`config.mk`:
```
export PLATFORM = sky130hd
export DESIGN_NAME = shmem_bridge
export DESIGN_NICKNAME = d
export VERILOG_FILES = /design/src/rtl/shmem_pkg.sv /design/src/rtl/shm_addr_match.sv /design/src/rtl/shm_req_fsm.sv /design/src/rtl/shm_arb_fsm.sv /design/src/rtl/shm_lane_steer.sv /design/src/rtl/shmem_bridge.sv
export SDC_FILE = /design/constraint.sdc
export NUM_CORES = 1
export LEC_CHECK = 0
export ABC_AREA = 1
export BUFFER_PORTS_ARGS = -buffer_cell sky130_fd_sc_hd__buf_2
export CORE_MARGIN = 8
export CORE_UTILIZATION = 38
export CTS_BUF_LIST = sky130_fd_sc_hd__clkbuf_4
export DETAILED_ROUTE_END_ITERATION = 16
export PLACE_DENSITY = 0.87
export SLEW_MARGIN = 0
export SYNTH_ARGS = -nofsm -noshare
export SYNTH_HDL_FRONTEND = slang
export SYNTH_SLANG_ARGS = --single-unit
```
`constraint.sdc`:
```
create_clock -name clk -period 2.56 [get_ports clk]
set_input_delay 0.384 -clock clk [delete_from_list [all_inputs] [get_ports clk]]
set_output_delay 0.384 -clock clk [all_outputs]
set_load 0.05 [all_outputs]
```
`src/rtl/shmem_pkg.sv`:
```
package shmem_pkg;

    typedef enum logic [1:0] {
        RQ_IDLE,
        RQ_WAIT,
        RQ_OWN,
        RQ_DONE
    } rq_state_e;

    typedef enum logic [1:0] {
        ARB_IDLE,
        ARB_CPU,
        ARB_REF,
        ARB_EXT
    } arb_state_e;

    localparam int unsigned LANE_W = 8;
    localparam int unsigned DATA_W = 2 * LANE_W;

    // lane path indices inside lane_en
    localparam int unsigned LP_DIRECT = 0;
    localparam int unsigned LP_SWAP   = 1;
    localparam int unsigned LP_HIGH   = 2;

endpackage

```
`src/rtl/shm_addr_match.sv`:
```
module shm_addr_match #(
    parameter int unsigned BASE_W = 4,
    parameter int unsigned SYNC_STAGES = 2
) (
    input  logic              clk,
    input  logic              rst_n,
    input  logic [BASE_W-1:0] addr_top,
    input  logic [BASE_W-1:0] base_sel,
    input  logic              strobe_n,
    output logic              strobe_act,
    output logic              hit_q
);

    logic [SYNC_STAGES-1:0] sync_q;

    generate
        for (genvar gi = 0; gi < SYNC_STAGES; gi++) begin : g_sync
            if (gi == 0) begin : g_first
                always_ff @(posedge clk or negedge rst_n) begin
                    if (!rst_n) sync_q[gi] <= 1'b1;
                    else        sync_q[gi] <= strobe_n;
                end
            end else begin : g_next
                always_ff @(posedge clk or negedge rst_n) begin
                    if (!rst_n) sync_q[gi] <= 1'b1;
                    else        sync_q[gi] <= sync_q[gi-1];
                end
            end
        end
    endgenerate

    assign strobe_act = ~sync_q[SYNC_STAGES-1];

    // registered compare result feeding the request machine
    always_ff @(posedge clk or negedge rst_n) begin
        if (!rst_n) hit_q <= 1'b0;
        else        hit_q <= strobe_act && (addr_top == base_sel);
    end

endmodule

```
`src/rtl/shm_req_fsm.sv`:
```
module shm_req_fsm
    import shmem_pkg::*;
(
    input  logic clk,
    input  logic rst_n,
    input  logic hit_q,
    input  logic strobe_act,
    input  logic busak_n,
    output logic busrq_n,
    output logic ext_want,
    output logic rq_idle
);

    rq_state_e st, st_nxt;

    always_ff @(posedge clk or negedge rst_n) begin
        if (!rst_n) st <= RQ_IDLE;
        else        st <= st_nxt;
    end

    always_comb begin
        st_nxt = st;
        unique case (st)
            RQ_IDLE: if (hit_q) st_nxt = RQ_WAIT;
            RQ_WAIT: begin
                if (!strobe_act)   st_nxt = RQ_DONE;
                else if (!busak_n) st_nxt = RQ_OWN;
            end
            RQ_OWN:  if (!strobe_act) st_nxt = RQ_DONE;
            RQ_DONE: if (busak_n) st_nxt = RQ_IDLE;
            default: st_nxt = RQ_IDLE;
        endcase
    end

    always_comb begin
        busrq_n  = 1'b1;
        ext_want = 1'b0;
        rq_idle  = 1'b0;
        unique case (st)
            RQ_IDLE: rq_idle = 1'b1;
            RQ_WAIT: busrq_n = 1'b0;
            RQ_OWN: begin
                busrq_n  = 1'b0;
                ext_want = strobe_act;
            end
            RQ_DONE: ;
            default: ;
        endcase
    end

endmodule

```
`src/rtl/shm_arb_fsm.sv`:
```
module shm_arb_fsm
    import shmem_pkg::*;
#(
    parameter int unsigned CYC_LEN = 3
) (
    input  logic clk,
    input  logic rst_n,
    input  logic cpu_ok,
    input  logic ref_req,
    input  logic ext_want,
    input  logic strobe_act,
    output logic gnt_cpu,
    output logic gnt_ref,
    output logic gnt_ext,
    output logic data_valid
);

    localparam int unsigned CNT_W = $clog2(CYC_LEN + 1);
    localparam logic [CNT_W-1:0] LAST = CNT_W'(CYC_LEN - 1);

    arb_state_e st, st_nxt;
    logic [CNT_W-1:0] cnt;
    logic ref_last;
    logic ref_wins;

    // refresh yields once after its own grant when someone else waits
    assign ref_wins = ref_req && !(ref_last && (ext_want || cpu_ok));

    always_ff @(posedge clk or negedge rst_n) begin
        if (!rst_n) begin
            st       <= ARB_IDLE;
            cnt      <= '0;
            ref_last <= 1'b0;
        end else begin
            st <= st_nxt;
            if (st_nxt == ARB_IDLE || st == ARB_IDLE) cnt <= '0;
            else if (cnt != LAST)                     cnt <= cnt + 1'b1;
            if (st == ARB_REF)
                ref_last <= 1'b1;
            else if (st == ARB_IDLE && (st_nxt == ARB_EXT || st_nxt == ARB_CPU))
                ref_last <= 1'b0;
        end
    end

    always_comb begin
        st_nxt = st;
        unique case (st)
            ARB_IDLE: begin
                if (ref_wins)      st_nxt = ARB_REF;
                else if (ext_want) st_nxt = ARB_EXT;
                else if (cpu_ok)   st_nxt = ARB_CPU;
            end
            ARB_CPU: if (cnt == LAST) st_nxt = ARB_IDLE;
            ARB_REF: if (cnt == LAST) st_nxt = ARB_IDLE;
            ARB_EXT: if (!strobe_act) st_nxt = ARB_IDLE;
            default: st_nxt = ARB_IDLE;
        endcase
    end

    always_comb begin
        gnt_cpu    = 1'b0;
        gnt_ref    = 1'b0;
        gnt_ext    = 1'b0;
        data_valid = 1'b0;
        unique case (st)
            ARB_IDLE: ;
            ARB_CPU:  gnt_cpu = 1'b1;
            ARB_REF:  gnt_ref = 1'b1;
            ARB_EXT: begin
                gnt_ext    = 1'b1;
                data_valid = (cnt == LAST);
            end
            default: ;
        endcase
    end

endmodule

```
`src/rtl/shm_lane_steer.sv`:
```
module shm_lane_steer
    import shmem_pkg::*;
#(
    parameter int unsigned LOC_W = 15
) (
    input  logic              active,
    input  logic              word,
    input  logic              odd,
    input  logic [LOC_W-1:0]  loc_addr,
    input  logic [DATA_W-1:0] sys_wdata,
    input  logic [DATA_W-1:0] ram_rdata,
    output logic [2:0]        lane_en,
    output logic [1:0]        ram_be,
    output logic [LOC_W-1:0]  ram_addr,
    output logic [DATA_W-1:0] ram_wdata,
    output logic [DATA_W-1:0] sys_rdata
);

    always_comb begin
        lane_en            = '0;
        lane_en[LP_DIRECT] = active && (word || odd);
        lane_en[LP_SWAP]   = active && !word && !odd;
        lane_en[LP_HIGH]   = active && word;
    end

    always_comb begin
        ram_wdata = '0;
        sys_rdata = '0;
        ram_be    = {lane_en[LP_SWAP] | lane_en[LP_HIGH], lane_en[LP_DIRECT]};
        ram_addr  = active ? loc_addr : '0;
        if (lane_en[LP_DIRECT]) begin
            ram_wdata[LANE_W-1:0] = sys_wdata[LANE_W-1:0];
            sys_rdata[LANE_W-1:0] = ram_rdata[LANE_W-1:0];
        end
        if (lane_en[LP_SWAP]) begin
            ram_wdata[DATA_W-1:LANE_W] = sys_wdata[LANE_W-1:0];
            sys_rdata[LANE_W-1:0]      = ram_rdata[DATA_W-1:LANE_W];
        end
        if (lane_en[LP_HIGH]) begin
            ram_wdata[DATA_W-1:LANE_W] = sys_wdata[DATA_W-1:LANE_W];
            sys_rdata[DATA_W-1:LANE_W] = ram_rdata[DATA_W-1:LANE_W];
        end
    end

endmodule

```
`src/rtl/shmem_bridge.sv`:
```
module shmem_bridge
    import shmem_pkg::*;
#(
    parameter int unsigned ADDR_W  = 20,
    parameter int unsigned BASE_W  = 4,
    parameter int unsigned CYC_LEN = 3,
    localparam int unsigned LOC_W  = ADDR_W - BASE_W - 1
) (
    input  logic              clk,
    input  logic              por_n,
    input  logic              init_n,
    input  logic [BASE_W-1:0] base_sel,
    input  logic [ADDR_W-1:0] sys_addr,
    input  logic              sys_strobe_n,
    input  logic              sys_word,
    input  logic [15:0]       sys_wdata,
    output logic [15:0]       sys_rdata,
    output logic              sys_xack_n,
    output logic              busrq_n,
    input  logic              busak_n,
    output logic              latch_oe_n,
    input  logic              cpu_req,
    output logic              gnt_cpu,
    input  logic              ref_req,
    output logic              gnt_ref,
    output logic              gnt_ext,
    output logic [2:0]        lane_en,
    output logic [1:0]        ram_be,
    output logic [LOC_W-1:0]  ram_addr,
    output logic [15:0]       ram_wdata,
    input  logic [15:0]       ram_rdata
);

    logic rst_n;
    logic strobe_act;
    logic hit_q;
    logic ext_want;
    logic rq_idle;
    logic cpu_ok;
    logic data_valid;

    assign rst_n  = por_n & init_n;
    assign cpu_ok = cpu_req && rq_idle && busak_n;

    shm_addr_match #(
        .BASE_W      (BASE_W),
        .SYNC_STAGES (2)
    ) u_match (
        .clk        (clk),
        .rst_n      (rst_n),
        .addr_top   (sys_addr[ADDR_W-1 -: BASE_W]),
        .base_sel   (base_sel),
        .strobe_n   (sys_strobe_n),
        .strobe_act (strobe_act),
        .hit_q      (hit_q)
    );

    shm_req_fsm u_req (
        .clk        (clk),
        .rst_n      (rst_n),
        .hit_q      (hit_q),
        .strobe_act (strobe_act),
        .busak_n    (busak_n),
        .busrq_n    (busrq_n),
        .ext_want   (ext_want),
        .rq_idle    (rq_idle)
    );

    shm_arb_fsm #(
        .CYC_LEN (CYC_LEN)
    ) u_arb (
        .clk        (clk),
        .rst_n      (rst_n),
        .cpu_ok     (cpu_ok),
        .ref_req    (ref_req),
        .ext_want   (ext_want),
        .strobe_act (strobe_act),
        .gnt_cpu    (gnt_cpu),
        .gnt_ref    (gnt_ref),
        .gnt_ext    (gnt_ext),
        .data_valid (data_valid)
    );

    shm_lane_steer #(
        .LOC_W (LOC_W)
    ) u_steer (
        .active    (gnt_ext),
        .word      (sys_word),
        .odd       (sys_addr[0]),
        .loc_addr  (sys_addr[LOC_W:1]),
        .sys_wdata (sys_wdata),
        .ram_rdata (ram_rdata),
        .lane_en   (lane_en),
        .ram_be    (ram_be),
        .ram_addr  (ram_addr),
        .ram_wdata (ram_wdata),
        .sys_rdata (sys_rdata)
    );

    assign sys_xack_n = ~(gnt_ext && data_valid);
    // CPU address latch floats whenever the CPU has handed over its bus
    assign latch_oe_n = ~busak_n | gnt_ext;

endmodule

```
==> results of run 1 <==
## sequential cells by signal (all words and copies together) (netlist names)
register,cells
u_match.sync_q,2
u_arb.ref_last,1
u_arb.cnt,2
u_match.hit_q,1
u_arb.st,2
u_req.st,2
## area by class of cell
cell class	count	area, µm²
Fill cell	267	1010
Multi-Input combinational cell	118	658
Timing Repair Buffer	122	613
Sequential cell	10	253
Inverter	49	186
Tap cell	31	38.8
Clock buffer	3	22.5
Clock inverter	1	3.75
## report_power, final
part / internal, W / total (W) / switching, W
clock network: 0.0000563 / 0.000110 / 0.0000540
logic: 0.000310 / 0.00116 / 0.000854
registers: 0.000209 / 0.000252 / 0.0000427
## worst min-delay path, delay by kind of cell
kind | cells | cell delay (ps)
buffers and inverters | 2 | 360
AND/OR/NAND/NOR | 1 | 40
## layer usage
metal	global-route usage, %	part of all wire (%)	routed length [µm]	vias up
li1	-	-	-	778
met2	31.9	52	2360	78
met4	6.03	1.0	46	0
met5	0	0	0	-
met3	5.65	12	537	6
met1	16.4	35	1600	650
## path summary, 6_finish.rpt
kind | cells past startpoint | end | slack, ps
max reg2reg | 8 | u_req.st[0] | 1070
max | 6 | ram_wdata[5] | 310
max in group asynchronous | 3 | u_match.sync_q[1] | 2130
min in group clk | 1 | u_match.sync_q[0] | 220
min | 3 | u_arb.cnt[0] | 110
min reg2reg | 0 | u_match.sync_q[1] | 360
## placed cells by master (no fill, tap or decap), drive strengths merged
cell type,count
clkbuf,3
a21oi,4
nand4,1
nor2,24
o22ai,2
xnor2,4
o21ai,19
dfstp,2
clkinv,2
o21bai,1
a21o,1
nand3,5
buf,122
ha,10
inv,48
and3,1
dfrtp,8
xor2,1
nand2,45
## per-stage QoR
step                setup TNS (ps)  setup WS [ps]  utilization [%]
floorplan                    -4720           -245                -
global placement                 0            684             62.9
detailed placement               0            607             62.9
CTS                              0            304             63.8
global route                     0            191             63.8
finish                           0            305             63.8
## logic make-up after synthesis
group / count (synthesis)
AND/OR/NAND/NOR: 76
buffers and inverters: 53
AO/OA/AOI/OAI: 27
adder cells (fa/ha/maj): 10
flip-flops: 10
XOR/XNOR: 5
==> impl_metrics.csv, run 1 <==
group,metric,value,unit
status,outcome,"finished clean",
synth,ys_ff_latch,10,
drt,drtAntennaViolNets,0,
synth,ys_types,28,
layout,fin_nets,378,
synth,synth_top_area_share,17.7,%
critical_path,worstPathMaxFanout,11,
drt,drc,0,
floorplanning,fp.dieW,70.5,µm
floorplanning,dieArea,4970,µm²
cts,cts_setup_buffers,0,
layout,finalNonFillerCells,334,
global_route,gr-total-overflow,0,
global_route,grt_first_pass_wirelength,6940,µm
global_route,grt_max_degree,18,
timing,finalCriticalPeriod,2250,ps
global_route,grt.total_usage,16.9,%
placed_design,dp_hpwl,3980,µm
pwr,power_density,860,nW/µm²
cts,clk_latency,270,ps
synth,synth_compound_gate_area_share,13.5,%
timing,hold_ws,107,ps
pwr,p_total,0.00153,W
cts,hold_buffers,0,
synth,synth_mux_area_share,0,%
placed_design,portBuffers,121,
critical_path,cp.buffers_inverters,3,
global_route,antenna_found_initial,0,
critical_path,setup.worst_path.start_class,"flop",
layout,syn_to_final_growth,57.3,%
synth,postSynth.asyncResetShare,100,%
cts,h-tree-depth,1,
floorplanning,initial_core_util,40.6,%
global_route,grt_pass1_vias,1484,
synth,synth_edf_count,0,
timing,clock.fmax,444,MHz
drt,firstDrtPassIters,4,
placed_design,gp_congestion,0.855,
layout,insertedDiodeCount,0,
synth,yosysSeqAreaShare,22.4,%
cts,path_clk_slew,70,ps
drt,wl_per_cell,13.6,µm
hold_path,hold_path_class,"in2async",
synth,syn_area_per_cell,6.24,µm²
timing,rsz0062_at_grt,"no",
timing,slew_headroom,73.7,%
cts,clockRootBuffer,"clkbuf_4",
cts,cts_max_path_buffers,2,
floorplanning,pin_count,122,
placed_design,post_dp_cell_area,1750,µm²
pwr,peakVddDrop,705,µV
layout,postLayoutCellArea,1780,µm²
synth,yosysMostFrequentCell,"inv_1",
cts,cts_tree,"done",
critical_path,r2r-start,"u_req.st[0]",
synth,synthAdderAreaFrac,11.1,%
synth,synth.top_cells.by_count,"45 x inv_1, 42 x nand2_1, 20 x nor2_1",
drt,wl,4540,µm
synth,yosys_most_used_dff,"dfrtp_1",
timing,worst_pin_slew,393,ps
critical_path,cp.required,2180,ps
cts,cts_buffers,3,
synth,synthCells,181,
critical_path,arrival,1870,ps
drt,vias,1512,
critical_path,startpoint,"u_arb.st[1]",
job,drv_cap,0,
synth,synth_xor_area_share,3.88,%
critical_path,worstSetupPathType,"reg2out",
drt,via_per_inst,4.53,
timing,hold_viol,0,
timing,drv_slew,0,
synth,synth_area_leaders,"dfrtp_1 18%, inv_1 15%, nand2_1 14%",
cts,cts-resized-gates,0,
synth,yosysTopAreaCell,"dfrtp_1",
floorplanning,num_rows,19,
critical_path,cp_cell_sequence,"ha_1 > inv_4 > nor2_4 > inv_1 > nor2_1 > buf_2",
critical_path,crit_path_end_kind,"output pin",
drt,drt_iter0_markers,61,
synth,ys.warnings.count,0,
synth,synth_top_family_by_area,"simple AND/OR/NAND/NOR gates",
timing,min_period_over_period,88.1,%
placed_design,dpl.cell_count,330,
timing,finClkSkew,6.67,ps
synth,yosys.area_share.simple,29.6,%
synth,syn_area,1130,µm²
cts,clock_sinks,10,
pwr,p_leak,1.28,nW
layout,drive_gt1_share,46.5,%
floorplanning,core_area,2780,µm²
critical_path,critical_path.top_delay_family,"buffers and inverters",
critical_path,slowest_delay,390,ps
timing,setup_viol,0,
critical_path,slowest_stage,"dfrtp_1",
floorplanning,die_h,70.5,µm
synth,postSynthNetCount,255,
(Power assumes the default switching activity.)
==> run 2: changes to the inputs <==
GPL_TIMING_DRIVEN = 0   (was not set)
REMOVE_ABC_BUFFERS = 1   (was not set)
==> impl_metrics.csv, run 2 (same netlist as run 1, synthesis figures left out) <==
group,metric,value,unit
timing,hold_viol,0,
timing,worst_pin_slew,358,ps
floorplanning,die_h,70.5,µm
global_route,grt_first_pass_wirelength,6410,µm
timing,rsz0062_at_grt,"no",
critical_path,cp.buffers_inverters,3,
timing,slew_headroom,76.1,%
placed_design,portBuffers,121,
job,drv_cap,0,
critical_path,arrival,1930,ps
global_route,grt.total_usage,15.1,%
cts,cts_max_path_buffers,2,
timing,finalCriticalPeriod,2320,ps
timing,setup_viol,0,
placed_design,gp_congestion,0.805,
layout,n_fill_cell,259,
cts,cts_setup_buffers,0,
critical_path,worstPathMaxFanout,19,
cts,path_clk_slew,60,ps
timing,fin_ws,242,ps
global_route,grt_max_degree,20,
placed_design,dp_hpwl,3600,µm
layout,finalNonFillerCells,332,
layout,fin_nets,377,
cts,clock_sinks,10,
cts,cts_tree,"done",
pwr,p_leak,1.27,nW
floorplanning,core_area,2780,µm²
drt,wl_met2,2030,µm
cts,clockRootBuffer,"clkbuf_4",
pwr,peakVddDrop,747,µV
critical_path,setup.worst_path.start_class,"flop",
drt,wl_met1,1450,µm
drt,drc,0,
floorplanning,initial_core_util,40.6,%
timing,finClkSkew,2.22,ps
critical_path,cp.required,2180,ps
timing,min_period_over_period,90.5,%
pwr,power_density,847,nW/µm²
floorplanning,dieArea,4970,µm²
critical_path,slowest_delay,440,ps
drt,firstDrtPassIters,4,
placed_design,dp_slack,183,ps
drt,top_layer_used,"met4",
critical_path,critical_path.top_delay_family,"buffers and inverters",
layout,drive_gt1_share,46.5,%
critical_path,reg2reg_setup_slack,1050,ps
drt,drtAntennaViolNets,0,
timing,hold_ws,108,ps
critical_path,crit_path_end_kind,"output pin",
critical_path,worstRegToRegCells,10,
timing,fin_setup_tns,0,ps
global_route,gr-total-overflow,0,
floorplanning,fp.dieW,70.5,µm
cts,cts_buffers,3,
drt,wl,3980,µm
layout,syn_to_final_growth,57.2,%
placed_design,dpl.cell_count,329,
cts,clk_latency,250,ps
drt,vias,1458,
critical_path,r2r-start,"u_req.st[1]",
global_route,antenna_found_initial,0,
global_route,grt_pass1_vias,1380,
drt,drt_iter0_markers,30,
status,outcome,"finished clean",
critical_path,slowest_stage,"dfrtp_1",
cts,hold_buffers,0,
drt,wl_met3,473,µm
critical_path,r2r-end,"u_arb.cnt[1]",
hold_path,hold_path_class,"in2async",
cts,h-tree-depth,1,
layout,layout_commonest_cell,"buf_2",
critical_path,worstSetupPathType,"reg2out",
floorplanning,num_rows,19,
timing,clock.fmax,431,MHz
layout,layout_common_cells,"121 x buf_2, 45 x inv_1, 42 x nand2_1, 20 x nor2_1, 17 x o21ai_0",
layout,insertedDiodeCount,0,
drt,wl_per_cell,12.0,µm
drt,via_per_inst,4.39,
cts,cts-resized-gates,1,
critical_path,cp_cell_sequence,"ha_4 > inv_4 > nor2_4 > inv_1 > nor2_1 > buf_2",
floorplanning,pin_count,122,
layout,fin_util,63.8,%
timing,drv_slew,0,
==> run 2: cell count changes in the layout (fill, tap and decap cells not counted), sizes merged <==
| cell | previous run | this run |
|---|---|---|
| buf | 122 | 121 |
| clkinv | 2 | 1 |
==> run 2: how the worst max path moves through the flow <==
| stage | startpoint | to | slack [ps] | cells past startpoint |
|---|---|---|---|---|
| floorplan | u_arb.st[0] | ram_wdata[10] | -740 | 5 |
| global placement | u_arb.st[0] | ram_wdata[2] | 210 | 6 |
| detailed placement | u_arb.st[0] | ram_wdata[5] | 180 | 6 |
| CTS | u_arb.st[0] | ram_wdata[5] | 100 | 6 |
| global route | u_arb.st[0] | ram_wdata[7] | 70 | 6 |
| finish | u_arb.st[0] | ram_wdata[5] | 240 | 6 |
==> run 2: worst min-delay path: cells and delay by family <==
family	cells	cell delay [ps]
buf+inv	2	340
simple gates	1	40
==> run 2: where the power goes <==
group	switching, W	internal [W]
clock network	0.0000441	0.0000537
logic	0.000832	0.000312
registers	0.0000510	0.000209
total	0.000927	0.000575
==> run 2: through the flow <==
stage | cell area (µm²) | power, W
6_report | 1770 | 0.00150
5_1_grt | 1770 | 0.00163
4_1_cts | 1760 | 0.00151
3_5_place_dp | 1740 | 0.00140
3_3_place_gp | 1740 | 0.00138
2_1_floorplan | 1090 | 0.00115
==> run 2: metal layers <==
layer / global-route usage (%) / vias to the layer above
met1: 14.8 / 608
li1: - / 777
met3: 6.78 / 4
met5: 0 / -
met4: 3.79 / 0
met2: 27.9 / 69
==> run 2: area by class of cell <==
type / instances / area, µm² / share of cell area (%)
clock buffers: 3 / 22.5 / 1.27
inverters: 49 / 186 / 10.5
multi-input cells: 118 / 668 / 37.7
flip-flops and latches: 10 / 253 / 14.2
well taps: 31 / 38.8 / 2.19
repair buffers: 121 / 606 / 34.1
==> run 3: changes to the inputs <==
clock period = 2.8 ns   (was 2.56 ns; I/O delays follow)
==> impl_metrics.csv, run 3 (same netlist as run 1, synthesis figures left out) <==
group,metric,value,unit
placed_design,gp_congestion,0.805,
pwr,power_density,773,nW/µm²
critical_path,crit_path_end_kind,"output pin",
floorplanning,fp.dieW,70.5,µm
global_route,grt_pass1_vias,1380,
timing,min_period_over_period,88.3,%
global_route,antenna_found_initial,0,
critical_path,setup.worst_path.start_class,"flop",
cts,clock_sinks,10,
pwr,power_frac_clock,6.6,%
global_route,grt.total_usage,15.1,%
placed_design,dpl.cell_count,329,
layout,fin_util,63.4,%
drt,via_per_inst,4.39,
cts,clk_latency,250,ps
cts,cts_buffers,3,
critical_path,worstSetupPathType,"reg2out",
floorplanning,initial_core_util,40.6,%
pwr,p_leak,1.27,nW
layout,fin_nets,377,
floorplanning,num_rows,19,
layout,insertedDiodeCount,0,
drt,drc,0,
global_route,grt_first_pass_wirelength,6410,µm
hold_path,hold_path_class,"in2async",
drt,wl,3980,µm
cts,cts_max_path_buffers,2,
timing,rsz0062_at_grt,"no",
cts,clockRootBuffer,"clkbuf_4",
pwr,comb_power_share,76.4,%
floorplanning,dieArea,4970,µm²
drt,firstDrtPassIters,4,
placed_design,post_dp_cell_area,1740,µm²
pwr,p_sw_share,61.7,%
timing,finClkSkew,2.22,ps
cts,h-tree-depth,1,
pwr,p_int,0.000521,W
drt,drt_iter0_markers,37,
layout,finalNonFillerCells,332,
floorplanning,core_area,2780,µm²
global_route,gr-total-overflow,0,
global_route,grt_max_degree,20,
timing,drv_slew,0,
status,outcome,"finished clean",
layout,postLayoutCellArea,1760,µm²
timing,slew_headroom,76.1,%
drt,drtAntennaViolNets,0,
layout,n_fill_cell,263,
layout,drive_gt1_share,46.5,%
drt,vias,1456,
layout,syn_to_final_growth,56.3,%
job,drv_cap,0,
critical_path,arrival,2050,ps
floorplanning,die_h,70.5,µm
placed_design,dp_hpwl,3600,µm
timing,worst_pin_slew,358,ps
timing,setup_viol,0,
timing,clock.fmax,405,MHz
layout,layout_commonest_cell,"buf_2",
timing,finalCriticalPeriod,2470,ps
cts,hold_buffers,0,
pwr,peakVddDrop,682,µV
drt,wl_per_cell,12.0,µm
critical_path,cp.required,2380,ps
cts,cts_tree,"done",
critical_path,worstPathMaxFanout,19,
timing,hold_viol,0,
cts,path_clk_slew,60,ps
pwr,p_seq_share,17.0,%
floorplanning,pin_count,122,
layout,layout_common_cells,"121 x buf_2, 45 x inv_1, 42 x nand2_1, 20 x nor2_1, 17 x o21ai_0",
pwr,switchingPower,0.000842,W
placed_design,portBuffers,121,
==> run 3: area by class of cell <==
cell class | instances | area [µm²] | share of cell area [%]
multi-input cells | 118 | 658 | 37.3
inverters | 49 | 186 | 10.6
flip-flops and latches | 10 | 253 | 14.3
repair buffers | 121 | 606 | 34.3
well taps | 31 | 38.8 | 2.20
clock buffers | 3 | 22.5 | 1.28
==> run 3: routing by layer <==
metal | GRT usage [%] | routed length [µm] | vias up
met2 | 27.9 | 2020 | 73
met1 | 14.8 | 1460 | 603
met3 | 6.78 | 476 | 4
met5 | 0 | 0 | -
li1 | - | - | 776
met4 | 3.79 | 23 | 0
==> run 3: worst max-delay path, cell delays in order (launching register included) <==
cell     delay, ps
dfrtp_1        410
ha_2           430
inv_4          100
nor2_4         260
inv_1          190
nor2_1         120
buf_2          280
==> run 3: final timing paths <==
kind	from	endpoint	slack [ps]	depth (start not counted)
max in group asynchronous	init_n	u_match.sync_q[1]	2350	3
worst max register to register	u_arb.st[0]	u_arb.cnt[1]	1260	7
worst max-delay path	u_arb.st[0]	ram_wdata[5]	330	6
worst min register to register	u_match.sync_q[0]	u_match.sync_q[1]	370	0
min in group clk	sys_strobe_n	u_match.sync_q[0]	260	1
worst min-delay path	por_n	u_arb.ref_last	140	3
==> run 3: per-stage QoR <==
stage	hold slack (ps)	TNS (ps)	worst slack (ps)	power (W)
after floorplan	297	-12430	-531	0.00105
after detailed placement	356	0	387	0.00128
after global placement	346	0	413	0.00126
after global routing	188	0	147	0.00148
final	144	0	328	0.00136
after CTS	148	0	95.5	0.00138
==> run 3: what timing repair did <==
item,4_1_cts,5_1_grt
endpoints found under the setup margin,0,13
buffers inserted,0,0
resized for setup,0,1
==> run 3: power by group through the flow <==
stage | Clock (W) | Sequential, W | Combinational (W)
floorplan | 0 | 0.000223 | 0.000824
global placement | 0 | 0.000230 | 0.00103
detailed placement | 0 | 0.000233 | 0.00105
CTS | 0.0000931 | 0.000231 | 0.00105
global route | 0.000101 | 0.000240 | 0.00114
finish | 0.0000894 | 0.000232 | 0.00104
